--- src/rtl/host_pack_engine.sv ---
module host_pack_engine (
  input  logic        clk,
  input  logic        rst_n,
  input  logic        cfg_bus16,
  input  logic        cfg_word24,
  input  logic        cfg_pad4,
  input  logic        cfg_big,
  input  logic        h_addr_phase,
  input  logic        h_wr_stb,
  input  logic        h_rd_stb,
  input  logic [15:0] h_wdata,
  output logic [15:0] h_rdata,
  output logic        h_rvalid,
  output logic        h_busy,
  output logic        pkt_abort,
  output logic        bus_req,
  output logic        bus_we,
  output logic [23:0] bus_wdata,
  input  logic        bus_ready,
  input  logic [23:0] bus_rdata
);

  logic [1:0] idx;
  logic       rd_dir;
  logic [7:0] byt [3];
  logic [7:0] nx  [3];
  logic [2:0] nacc;
  logic [1:0] nbytes;
  logic [1:0] bsel;
  logic       last;
  logic       last0;
  logic       wr_ok, rd_ok;
  logic [15:0] piece_fetch, piece_buf;

  assign h_busy = bus_req;
  assign nbytes = cfg_word24 ? 2'd3 : 2'd2;
  assign nacc   = cfg_bus16 ? (cfg_word24 ? 3'd2 : 3'd1)
                            : (cfg_word24 ? (cfg_pad4 ? 3'd4 : 3'd3) : 3'd2);
  assign last   = ({1'b0, idx} == (nacc - 3'd1));
  assign last0  = (nacc == 3'd1);
  assign bsel   = cfg_big ? 2'(nbytes - 2'd1 - idx) : idx;
  assign wr_ok  = h_wr_stb && !(idx != 2'd0 && rd_dir);
  assign rd_ok  = h_rd_stb && !(idx != 2'd0 && !rd_dir);

  function automatic logic [15:0] slice(input logic [23:0] w, input logic [1:0] i,
                                        input logic b16, input logic w24, input logic big);
    logic [1:0] nb;
    logic [1:0] s;
    logic [23:0] wm;
    wm = w24 ? w : {8'h00, w[15:0]};
    nb = w24 ? 2'd3 : 2'd2;
    s  = big ? 2'(nb - 2'd1 - i) : i;
    if (b16) begin
      if (i == 2'd0) slice = big ? {wm[7:0], wm[15:8]} : wm[15:0];
      else           slice = {8'h00, wm[23:16]};
    end else if (i >= nb) begin
      slice = 16'h0000;
    end else begin
      case (s)
        2'd0:    slice = {8'h00, wm[7:0]};
        2'd1:    slice = {8'h00, wm[15:8]};
        default: slice = {8'h00, wm[23:16]};
      endcase
    end
  endfunction

  assign piece_fetch = slice(bus_rdata, 2'd0, cfg_bus16, cfg_word24, cfg_big);
  assign piece_buf   = slice({byt[2], byt[1], byt[0]}, idx, cfg_bus16, cfg_word24, cfg_big);

  always_comb begin
    nx[0] = byt[0];
    nx[1] = byt[1];
    nx[2] = byt[2];
    if (cfg_bus16) begin
      if (idx == 2'd0) begin
        nx[0] = cfg_big ? h_wdata[15:8] : h_wdata[7:0];
        nx[1] = cfg_big ? h_wdata[7:0]  : h_wdata[15:8];
      end else begin
        nx[2] = h_wdata[7:0];
      end
    end else if (idx < nbytes) begin
      nx[bsel] = h_wdata[7:0];
    end
  end

  always_ff @(posedge clk) begin
    if (!rst_n) begin
      idx       <= 2'd0;
      rd_dir    <= 1'b0;
      byt       <= '{default: 8'h00};
      bus_req   <= 1'b0;
      bus_we    <= 1'b0;
      bus_wdata <= 24'h0;
      h_rdata   <= 16'h0;
      h_rvalid  <= 1'b0;
      pkt_abort <= 1'b0;
    end else begin
      h_rvalid  <= 1'b0;
      pkt_abort <= 1'b0;
      if (bus_req) begin
        if (bus_ready) begin
          bus_req <= 1'b0;
          if (!bus_we) begin
            byt[0]   <= bus_rdata[7:0];
            byt[1]   <= bus_rdata[15:8];
            byt[2]   <= cfg_word24 ? bus_rdata[23:16] : 8'h00;
            h_rdata  <= piece_fetch;
            h_rvalid <= 1'b1;
            idx      <= last0 ? 2'd0 : 2'd1;
          end
        end
      end else if (h_addr_phase) begin
        if (idx != 2'd0) pkt_abort <= 1'b1;
        idx <= 2'd0;
      end else if (wr_ok) begin
        rd_dir <= 1'b0;
        byt    <= nx;
        if (last) begin
          idx       <= 2'd0;
          bus_req   <= 1'b1;
          bus_we    <= 1'b1;
          bus_wdata <= {cfg_word24 ? nx[2] : 8'h00, nx[1], nx[0]};
        end else begin
          idx <= idx + 2'd1;
        end
      end else if (rd_ok) begin
        rd_dir <= 1'b1;
        if (idx == 2'd0) begin
          bus_req <= 1'b1;
          bus_we  <= 1'b0;
        end else begin
          h_rvalid <= 1'b1;
          h_rdata  <= piece_buf;
          idx      <= last ? 2'd0 : idx + 2'd1;
        end
      end
    end
  end

  p_hold_r7: assert property (@(posedge clk) disable iff (!rst_n)
    bus_req && !bus_ready |=> bus_req && $stable(bus_we) && $stable(bus_wdata));

  p_drop_r7: assert property (@(posedge clk) disable iff (!rst_n)
    bus_req && bus_ready |=> !bus_req);

  p_upper_zero_r6: assert property (@(posedge clk) disable iff (!rst_n)
    bus_req && bus_we && !cfg_word24 |-> bus_wdata[23:16] == 8'h00);

  p_abort_pulse_r9: assert property (@(posedge clk) disable iff (!rst_n)
    pkt_abort |=> !pkt_abort);

  p_abort_idle_r9: assert property (@(posedge clk) disable iff (!rst_n)
    pkt_abort |-> !bus_req);

  p_rvalid_idle_r8: assert property (@(posedge clk) disable iff (!rst_n)
    h_rvalid |-> !bus_req);

  p_narrow_rd_r2: assert property (@(posedge clk) disable iff (!rst_n)
    h_rvalid && !cfg_bus16 |-> h_rdata[15:8] == 8'h00);

endmodule

--- config.mk ---
export PLATFORM = sky130hd
export DESIGN_NAME = host_pack_engine
export DESIGN_NICKNAME = d
export VERILOG_FILES = /design/src/rtl/host_pack_engine.sv
export SDC_FILE = /design/constraint.sdc
export NUM_CORES = 1
export LEC_CHECK = 0
export ABC_AREA = 1
export BUFFER_PORTS_ARGS = -buffer_cell sky130_fd_sc_hd__buf_2
export CELL_PAD_IN_SITES_DETAIL_PLACEMENT = 0
export CELL_PAD_IN_SITES_GLOBAL_PLACEMENT = 1
export CORE_MARGIN = 10
export CORE_UTILIZATION = 30
export CTS_CLUSTER_DIAMETER = 30
export DETAILED_ROUTE_END_ITERATION = 10
export MAX_ROUTING_LAYER = met4
export PLACE_DENSITY_LB_ADDON = 0.3
export SLEW_MARGIN = 10
export SYNTH_ARGS = -nofsm -noshare
export SYNTH_HDL_FRONTEND = slang
export SYNTH_SLANG_ARGS = --single-unit
--- constraint.sdc ---
create_clock -name clk -period 3.3 [get_ports clk]
set_input_delay 0.165 -clock clk [delete_from_list [all_inputs] [get_ports clk]]
set_output_delay 0.165 -clock clk [all_outputs]
set_load 0.02 [all_outputs]
==> impl_results.md <==
- Post-CTS Setup Bufs: 0
- CP Data Required Time: 3.50 ns
- Max transition margin: 42.1%
- Via count: 5228
- Non-Filler Instances: 1054
- Syn-to-layout area delta: 19.4%
- # Max-Cap Violations: 0
- Total CTS buffers: 9
- Utilization after layout: 36.6%
- Switching share of power: 34.0%
- CP top delay family: simple AND/OR/NAND/NOR gates
- Residual DRC: 0
- Setup crit end kind: flip-flop
- Fin area: 0.00558 mm^2
- CTS Root Cell: clkbuf_16
- CP peak stage delay: 0.63 ns
- Crit Path Max Fanout: 24
- Final period util: 77.7%
- Critical path buffers and inverters: 2
- Initial antenna violation count: 0
- Fmax: 390 MHz
- Sequential fraction of the synthesis area: 30.4%
- Final GP Congestion: 0.868
- Worst-path clk slew: 0.06 ns
- Status: completed
- Asr flop ratio synth: 0%
- Clk network pwr share: 38.9%
- Vias per cell: 4.96
- Largest net degree at the start of global routing: 39
- Setup repair after global routing missed its margin: false
- H-Tree Depth: 3
- # setup viols final: 0
- Initial core utilization: 30.6%
- Clock tree buffer depth: 2
- CORE AREA: 0.0153 mm^2
- Die area: 0.0210 mm^2
- P per Cell Area: 502 mW/mm^2
- Max VDD drop: 0.283 mV
- CTS Sinks: 71
- Leak: 2.75 nW
- Combinational power share: 26.5%
- Crit Path Category: flip-flop to flip-flop
- Yosys cell types: 32
- Reg2reg setup slack: 0.74 ns
- Syn_area_per_cell: 6.08 um^2
- Startpoint Class: flip-flop
- Critical path, cell by cell: inv_2 -> nor3_1 -> or2_2 -> nand2_1 -> clkinv_1 -> o2111ai_1 -> a21oi_1
- Global route overflow: 0
- Drt first-iter violations: 560
- First-pass GRT wire length: 27900 um
- DIE HEIGHT: 145 um
- Gate Count Post-Synth: 769
- Pin slew with the least headroom to its limit: 0.867 ns
- Synthesized area: 0.00467 mm^2
- Final WL: 17800 um
- Nets: 891
- Hold Crit Class: input port to flip-flop
- Worst Hold Depth: 4
- Worst path depth: 7
- Share of cells above drive strength 1: 17.1%
- Internal power: 0.00185 W
- Clk_lat worst skew: 0.35 ns
- Slew Viols, Final: 0
- Synth Net Count: 822
- Vias in the first global route: 4967
- Rows: 45
- Switch Pwr: 0.000952 W
- Dpl hpwl: 13100 um
- Clock period minus worst slack: 2.56 ns
- Post-synth top flop: dfxtp_1
- Seq cells post-synth: 71
- R2R depth: 7
- Arr. time, crit path: 2.76 ns
- Total track usage: 17.6%
- Hold-fix buffers, CTS: 0
- Final hold vios: 0
- Part of the power in registers: 34.6%
- Fill cells: 1701
- Hold Slack: 0.0962 ns
- Setup_tns: 0 ns
- CTS tree: yes
- Post-route ant nets: 0
- DP Area: 0.00526 mm^2
- Placed instance count: 1038
- Storage cell area: 0.00142 mm^2
- Die W: 145 um
- Synth warnings: 0
- I/O pin cnt: 95
- Drt first pass iters: 5
- Final clock skew: 0.00584 ns
- Post-synth EDFFs: 0
- WL/cell: 16.9 um
- Input/output buffers: 94
- N_diodes: 0
- CP max stage cell: nand2_1
- Area occupied by multi-input gates: 0.00276 mm^2
- Post-CTS sizing: 0
[cell usage in the layout, fill, tap and decap left out, types with 9 or more instances in the layout]
cell type  instances
a21oi_1          105
buf_2             94
buf_4             10
clkbuf_16          9
dfxtp_1           71
inv_1             62
nand2_1          219
nand3_1           69
nand4_1            9
nor2_1            60
o211ai_1          18
o21ai_0           69
[cell usage after synthesis, types with 3 or more instances]
cell,number,area share [%]
buf_2,7,0.75
nor2_1,60,4.8
a21oi_1,105,11
o211ai_1,18,2.9
nand2_1,219,18
nand4_1,9,1.2
inv_2,6,0.48
o21ai_0,69,7.4
buf_6,4,0.96
o21ai_1,6,0.64
ha_1,3,0.80
nand2_2,4,0.54
buf_4,4,0.64
inv_1,62,5.0
nand2_4,3,0.72
nand3_1,69,7.4
clkbuf_1,29,2.3
o21ai_2,3,0.56
dfxtp_1,71,30
[layout make-up]
class                   instances  area share (%)
multi-input cells             581            49.4
well taps                     211            4.73
inverters                      71            4.82
repair buffers                104            9.77
clock inverters                 3            1.17
flip-flops and latches         71            25.5
clock buffers                  13            4.66
[state kept, by name, summed over array words and instances (netlist names)]
| name | count |
|---|---|
| bus_we | 1 |
| bus_req | 1 |
| pkt_abort | 1 |
| h_rdata | 16 |
| h_rvalid | 1 |
| rd_dir | 1 |
| bus_wdata | 24 |
| idx | 2 |
| byt | 24 |
[cells by family after synthesis]
family,after synthesis,share of synthesized area (%)
fa+ha+maj,3,0.803
flops,71,30.4
compound gates,205,23.6
xor+xnor,1,0.187
buf+inv,117,10.6
simple gates,372,34.4
[path summary, 6_finish.rpt]
check | start | to
max | bus_req$_SDFF_PN0_ | h_rdata[9]$_SDFFE_PN0P_
min reg2reg | h_rdata[6]$_SDFFE_PN0P_ | h_rdata[6]$_SDFFE_PN0P_
min | bus_ready | bus_req$_SDFF_PN0_
max reg2reg | bus_req$_SDFF_PN0_ | h_rdata[9]$_SDFFE_PN0P_
[per-layer routing]
layer  GRT usage (%)  wire length (um)
met2            26.7              7880
met5               -                 0
met4            3.62               151
met1            23.5              8540
met3            3.91              1250
[worst min-delay path, cell delays in order]
cell	delay [ns]
buf_2	0.07
inv_1	0.05
nand2_1	0.05
a21oi_1	0.05
[power by group through the flow]
stage | Combinational (W) | Clock [W] | Sequential [W]
after floorplan | 0.000488 | 0 | 0.00100
after global placement | 0.000744 | 0 | 0.000989
after detailed placement | 0.000740 | 0 | 0.000988
after CTS | 0.000744 | 0.00111 | 0.000970
after global routing | 0.000831 | 0.00114 | 0.000980
final | 0.000742 | 0.00109 | 0.000971
[per-stage QoR]
step	total power [W]	worst slack [ns]
2_1_floorplan	0.00149	1.30
3_3_place_gp	0.00173	0.743
3_5_place_dp	0.00173	0.723
4_1_cts	0.00283	0.722
5_1_grt	0.00296	0.499
6_report	0.00280	0.737
(Power assumes the default switching activity.)
